<file path="config.mk">
export PLATFORM = sky130hd
export DESIGN_NAME = tw_bus_cond
export DESIGN_NICKNAME = d
export VERILOG_FILES = /design/src/rtl/tw_cond_pkg.sv /design/src/rtl/tw_sync.sv /design/src/rtl/tw_glitch_filt.sv /design/src/rtl/tw_cond_detect.sv /design/src/rtl/tw_hold_timer.sv /design/src/rtl/tw_bus_cond.sv
export SDC_FILE = /design/constraint.sdc
export NUM_CORES = 1
export LEC_CHECK = 0
export ABC_AREA = 1
export BUFFER_PORTS_ARGS = -buffer_cell sky130_fd_sc_hd__clkbuf_2
export CAP_MARGIN = 20
export CORE_MARGIN = 5
export CORE_UTILIZATION = 47
export CTS_CLUSTER_SIZE = 14
export DETAILED_ROUTE_END_ITERATION = 10
export PLACE_DENSITY = 0.71
export SLEW_MARGIN = 5
export SYNTH_ARGS = -nofsm -noshare
export SYNTH_HDL_FRONTEND = slang
export SYNTH_SLANG_ARGS = --single-unit
</file>
<file path="constraint.sdc">
create_clock -name clk -period 1.1 [get_ports clk]
set_input_delay 0.22 -clock clk [delete_from_list [all_inputs] [get_ports clk]]
set_output_delay 0.22 -clock clk [all_outputs]
set_load 0.02 [all_outputs]
</file>
<file path="src/rtl/tw_cond_pkg.sv">
package tw_cond_pkg;

   // Level both bus lines rest at when nothing drives them
   localparam logic LINE_IDLE = 1'b1;

   // Event strobes derived from the filtered lines
   typedef struct packed {
      logic start;
      logic stop;
      logic rise;
      logic fall;
   } tw_evt_t;

   // Index of each line inside the conditioning array
   localparam int IDX_SCL = 0;
   localparam int IDX_SDA = 1;
   localparam int N_LINES = 2;

endpackage

</file>
<file path="src/rtl/tw_sync.sv">
module tw_sync #(
   parameter int   STAGES  = 2,
   parameter logic RST_VAL = 1'b1
) (
   input  logic clk,
   input  logic rst_n,
   input  logic d,
   output logic q
);
   logic [STAGES-1:0] chain;

   always_ff @(posedge clk or negedge rst_n) begin
      if (!rst_n) chain <= {STAGES{RST_VAL}};
      else        chain <= {chain[STAGES-2:0], d};
   end

   assign q = chain[STAGES-1];
endmodule

</file>
<file path="src/rtl/tw_glitch_filt.sv">
module tw_glitch_filt #(
   parameter int   FILT_CYC = 4,
   parameter logic RST_VAL  = 1'b1
) (
   input  logic clk,
   input  logic rst_n,
   input  logic d,
   output logic q
);
   generate
      if (FILT_CYC <= 1) begin : g_pass
         // window of one sample: a plain register
         always_ff @(posedge clk or negedge rst_n) begin
            if (!rst_n) q <= RST_VAL;
            else        q <= d;
         end
      end else begin : g_count
         localparam int CW = $clog2(FILT_CYC);
         localparam logic [CW-1:0] LAST = CW'(FILT_CYC - 1);
         logic [CW-1:0] run;

         // count consecutive samples that differ from the held level
         always_ff @(posedge clk or negedge rst_n) begin
            if (!rst_n) begin
               q   <= RST_VAL;
               run <= '0;
            end else if (d == q) begin
               run <= '0;
            end else if (run == LAST) begin
               q   <= d;
               run <= '0;
            end else begin
               run <= run + CW'(1);
            end
         end
      end
   endgenerate
endmodule

</file>
<file path="src/rtl/tw_cond_detect.sv">
module tw_cond_detect
   import tw_cond_pkg::*;
(
   input  logic    clk,
   input  logic    rst_n,
   input  logic    scl_f,
   input  logic    sda_f,
   output tw_evt_t evt,
   output logic    busy
);
   logic scl_p;
   logic sda_p;
   logic scl_held_hi;

   always_ff @(posedge clk or negedge rst_n) begin
      if (!rst_n) begin
         scl_p <= LINE_IDLE;
         sda_p <= LINE_IDLE;
      end else begin
         scl_p <= scl_f;
         sda_p <= sda_f;
      end
   end

   // clock high now and one cycle ago: any data move is a condition
   assign scl_held_hi = scl_f & scl_p;

   always_comb begin
      evt.start = scl_held_hi &  sda_p & ~sda_f;
      evt.stop  = scl_held_hi & ~sda_p &  sda_f;
      evt.rise  =  scl_f & ~scl_p;
      evt.fall  = ~scl_f &  scl_p;
   end

   always_ff @(posedge clk or negedge rst_n) begin
      if (!rst_n)         busy <= 1'b0;
      else if (evt.start) busy <= 1'b1;
      else if (evt.stop)  busy <= 1'b0;
   end
endmodule

</file>
<file path="src/rtl/tw_hold_timer.sv">
module tw_hold_timer #(
   parameter int HOLD_CYC = 16
) (
   input  logic clk,
   input  logic rst_n,
   input  logic scl_lvl,
   input  logic scl_fall,
   input  logic tx_req,
   output logic pull
);
   localparam int TW = $clog2(HOLD_CYC + 1);
   localparam logic [TW-1:0] LOAD = TW'(HOLD_CYC);

   logic [TW-1:0] tmr;
   logic          open_win;

   always_ff @(posedge clk or negedge rst_n) begin
      if (!rst_n)          tmr <= '0;
      else if (scl_fall)   tmr <= LOAD;
      else if (tmr != '0)  tmr <= tmr - TW'(1);
   end

   // drive may move only with the clock low and the hold spent
   assign open_win = ~scl_lvl & ~scl_fall & (tmr == '0);

   always_ff @(posedge clk or negedge rst_n) begin
      if (!rst_n)        pull <= 1'b0;
      else if (open_win) pull <= tx_req;
   end
endmodule

</file>
<file path="src/rtl/tw_bus_cond.sv">
module tw_bus_cond
   import tw_cond_pkg::*;
#(
   parameter int SYNC_STAGES = 2,
   parameter int FILT_CYC    = 4,
   parameter int HOLD_CYC    = 16
) (
   input  logic clk,
   input  logic rst_n,
   input  logic scl_in,
   input  logic sda_in,
   input  logic tx_sda_low,
   output logic scl_lvl,
   output logic sda_lvl,
   output logic start_stb,
   output logic stop_stb,
   output logic scl_rise_stb,
   output logic scl_fall_stb,
   output logic bus_busy,
   output logic sda_pull
);
   generate
      if (SYNC_STAGES < 2) begin : g_bad_sync
         $error("tw_bus_cond: SYNC_STAGES must be at least 2");
      end
      if (FILT_CYC < 1) begin : g_bad_filt
         $error("tw_bus_cond: FILT_CYC must be at least 1");
      end
      if (HOLD_CYC < 1) begin : g_bad_hold
         $error("tw_bus_cond: HOLD_CYC must be at least 1");
      end
   endgenerate

   logic [N_LINES-1:0] raw;
   logic [N_LINES-1:0] synced;
   logic [N_LINES-1:0] filt;
   logic               scl_s;
   logic               sda_s;
   tw_evt_t            evt;

   assign raw[IDX_SCL] = scl_in;
   assign raw[IDX_SDA] = sda_in;

   generate
      for (genvar i = 0; i < N_LINES; i++) begin : g_line
         tw_sync #(
            .STAGES  (SYNC_STAGES),
            .RST_VAL (LINE_IDLE)
         ) u_sync (
            .clk   (clk),
            .rst_n (rst_n),
            .d     (raw[i]),
            .q     (synced[i])
         );

         tw_glitch_filt #(
            .FILT_CYC (FILT_CYC),
            .RST_VAL  (LINE_IDLE)
         ) u_filt (
            .clk   (clk),
            .rst_n (rst_n),
            .d     (synced[i]),
            .q     (filt[i])
         );
      end
   endgenerate

   assign scl_s   = synced[IDX_SCL];
   assign sda_s   = synced[IDX_SDA];
   assign scl_lvl = filt[IDX_SCL];
   assign sda_lvl = filt[IDX_SDA];

   tw_cond_detect u_det (
      .clk   (clk),
      .rst_n (rst_n),
      .scl_f (scl_lvl),
      .sda_f (sda_lvl),
      .evt   (evt),
      .busy  (bus_busy)
   );

   assign start_stb    = evt.start;
   assign stop_stb     = evt.stop;
   assign scl_rise_stb = evt.rise;
   assign scl_fall_stb = evt.fall;

   tw_hold_timer #(
      .HOLD_CYC (HOLD_CYC)
   ) u_hold (
      .clk      (clk),
      .rst_n    (rst_n),
      .scl_lvl  (scl_lvl),
      .scl_fall (scl_fall_stb),
      .tx_req   (tx_sda_low),
      .pull     (sda_pull)
   );
endmodule

</file>
==> impl_metrics.py <==
metrics = {
    "timing": {
        "slew_viol_final": 0,
        "tightest_slew_ns": 0.452,
        "period_needed_ns": 1.47,
        "setup_viol": 11,
        "rsz0062_at_grt": "true",
        "final_hold_viol_count": 0,
        "fin_ws_ns": -0.366,
        "slew_headroom_pct": 69.9,
        "setup_tns_ns": -2.51,
        "clock.fmax_ghz": 0.682,
        "clock_skew_ns": 0.00329,
        "timing.final.crit_share_pct": 133,
    },
    "routing": {
        "drt_iter0_drc": 8,
        "routedWlPerCell_um": 12.4,
        "dr_total_vias": 607,
        "vias_per_cell": 4.93,
        "drtPass1Iterations": 4,
        "drt_wl_total_mm": 1.52,
        "ant_nets": 0,
        "post-route-drc-count": 0,
    },
    "finish": {
        "drive_above_1_share_pct": 56.1,
        "antenna_cells": 0,
        "fillCellCount": 105,
        "final_cell_mix": "nand2_1 (11), dfrtp_1 (11), buf_4 (11)",
        "nets": 116,
        "area_delta_synth_final_pct": 52.5,
    },
    "yosys": {
        "avgSynthCellArea_um2": 10.4,
        "synth_nets": 84,
        "synthesis.instances": 76,
        "ys_seq_elements": 19,
        "netlist_area_um2": 788,
        "yosysWarnings": 0,
        "ys_types": 18,
        "synth_seq_area_share_pct": 61.6,
    },
    "worst_setup_path": {
        "path_cells": "buf_12 -> nand2_8 -> inv_6 -> buf_8",
        "rrSetupSlack_ns": -0.16,
        "max_stage_delay_ns": 0.62,
        "regToRegEndpoint": "u_hold.tmr[0]$_DFFE_PN0P_",
        "crit_path_end_kind": "output port",
        "arrival_ns": 1.25,
        "critPathMaxFanout": 4,
        "worstPathRequired_ns": 0.88,
        "r2r-start": "u_det.scl_p$_DFF_PN1_",
        "reg2regPathDepth": 6,
        "slowest_stage": "dfstp_2",
        "cp-start-kind": "register",
        "criticalPathCategory": "register to output port",
    },
    "die": {
        "die_h_um": 51.0,
        "ios": 13,
        "dieArea_um2": 2600,
        "die_x_um": 51.0,
        "start_util_pct": 51.1,
        "rows": 14,
        "coreArea_um2": 1540,
    },
    "placed_design": {
        "hpwl_um": 951,
        "portBuffers": 12,
        "gp_congestion": 0.716,
    },
    "worst_hold_path": {
        "hp-class": "primary input to register",
        "whs_endpoint": "u_hold.pull$_DFFE_PN0P_",
        "hp-start": "tx_sda_low",
        "hold-path-cell-count": 3,
    },
    "power": {
        "p_comb_share_pct": 54.6,
        "ir_drop_v": 0.00169,
        "clkPwrFrac_pct": 9.9,
        "power_mw": 3.53,
        "power_density_nw_per_um2": 2940,
        "p_switching_mw": 1.43,
        "p_seq_share_pct": 35.5,
        "swShare_pct": 40.6,
        "p_leak_nw": 0.580,
        "p_int_mw": 2.10,
    },
    "global_route": {
        "grt_usage_pct": 13.8,
        "antenna_found_initial": 0,
        "grt_pass1_wl_mm": 2.68,
        "grt_max_degree": 20,
        "grt_pass1_vias": 621,
        "grt_overflow": 0,
    },
    "clock_network": {
        "cts.clk_slew.worst_paths_ns": 0.11,
        "insertion_delay_ns": 0.29,
        "cts-root-buf": "clkbuf_4",
        "clock_path_buffers": 2,
        "cts.sinks": 19,
        "h-tree-depth": 1,
        "numCtsBuffers": 3,
        "cts_tree": "done",
    },
    "outcome": {
        "violations": "setup timing",
        "outcome": "finished with violations",
    },
    "job": {
        "cap_violations": 0,
    },
}
cell families (layout without fill, tap and decap cells):
family                     after synthesis  in the layout  synth area share [%]
and+or+nand+nor                         36             36                  22.2
DFF                                     19             19                  61.6
buffers and inverters                   11             42                  5.56
AOI/OAI and AO/OA                        4              4                  2.54
adders and majority gates                3              3                  4.76
xor gates and xnor gates                 3              3                  3.33
registers in the layout (all words and copies together), names as in the netlist:
| name | flops |
|---|---|
| g_line.u_sync.chain | 4 |
| u_hold.tmr | 5 |
| g_line.u_filt.q | 2 |
| u_hold.pull | 1 |
| u_det.scl_p | 1 |
| u_det.busy | 1 |
| g_line.u_filt.g_count.run | 4 |
| u_det.sda_p | 1 |
power groups by stage:
| stage | Sequential, mW | Clock, mW | Combinational, mW |
|---|---|---|---|
| 3_3_place_gp | 1.21 | 0 | 1.27 |
| 6_report | 1.25 | 0.350 | 1.93 |
| 3_5_place_dp | 1.22 | 0 | 1.30 |
| 5_1_grt | 1.29 | 0.411 | 2.13 |
| 2_1_floorplan | 1.32 | 0 | 0.733 |
| 4_1_cts | 1.23 | 0.365 | 1.61 |
critical path, delay by kind of cell, from the launching register on:
family	cells	cell delay [ns]
buffers and inverters	3	0.29
flip-flops	1	0.62
AND/OR/NAND/NOR	1	0.05
final cells by class:
class	instances	area, um2	area share [%]
tap	16	20.0	1.66
sequential	19	485	40.4
clock buffer	3	22.5	1.87
multi-input combinational	46	369	30.7
timing repair buffer	27	251	20.9
clock inverter	1	7.51	0.624
inverter	11	46.3	3.85
worst max path at each step:
stage / depth (start not counted) / endpoint / startpoint
finish: 4 / scl_fall_stb / u_det.scl_p$_DFF_PN1_
global route: 4 / scl_fall_stb / u_det.scl_p$_DFF_PN1_
CTS: 4 / scl_fall_stb / u_det.scl_p$_DFF_PN1_
detailed placement: 3 / stop_stb / u_det.scl_p$_DFF_PN1_
global placement: 3 / stop_stb / u_det.scl_p$_DFF_PN1_
floorplan: 2 / stop_stb / g_line[0].u_filt.q$_DFFE_PN1P_
what timing repair did:
action | CTS | global route
hold buffers | 3 | 0
resized for setup | 16 | 26
gates cloned | 0 | 0
pin swaps | 1 | 4
hold endpoints to repair | 13 | 0
setup endpoints to repair | 12 | 17
buffers inserted | 2 | 3
per-layer routing:
metal  part of all wire, %  routed length (um)  vias up  GRT usage (%)
met5                     0                   0        -              0
met4                   2.2                  33        0           6.81
met3                   4.9                  75        2           3.78
met2                    52                 786       15           22.1
met1                    41                 625      286           17.0
li1                      -                   -      304              -
synthesized netlist by cell type:
| master | count | area (um2) |
|---|---|---|
| ha_1 | 3 | 37.5 |
| inv_4 | 1 | 6.26 |
| xnor2_1 | 2 | 17.5 |
| xor2_1 | 1 | 8.76 |
| nand2_4 | 1 | 11.3 |
| dfstp_2 | 8 | 210 |
| inv_1 | 8 | 30.0 |
| nor2_1 | 10 | 37.5 |
| o21ai_1 | 4 | 20.0 |
| nand2_1 | 12 | 45.0 |
| inv_2 | 2 | 7.51 |
| dfrtp_1 | 11 | 275 |
| nand4_1 | 3 | 18.8 |
| nand3_2 | 1 | 10.0 |
| nor2_4 | 1 | 11.3 |
| nor3_1 | 2 | 10.0 |
| nand3_1 | 5 | 25.0 |
| nor2_2 | 1 | 6.26 |
through the flow:
step	instance area (um2)	setup WS [ns]	util [%]	std cells	hold WS, ns
3_5_place_dp	948	-0.108	61.5	112	0.187
5_1_grt	1200	-0.428	78.0	123	0.150
3_3_place_gp	948	-0.0645	61.5	112	0.190
2_1_floorplan	808	-0.0541	-	76	-0.0756
6_report	1200	-0.366	78.0	123	0.162
4_1_cts	1110	-0.406	72.2	121	0.158
Power figures use the tool's default switching activity.
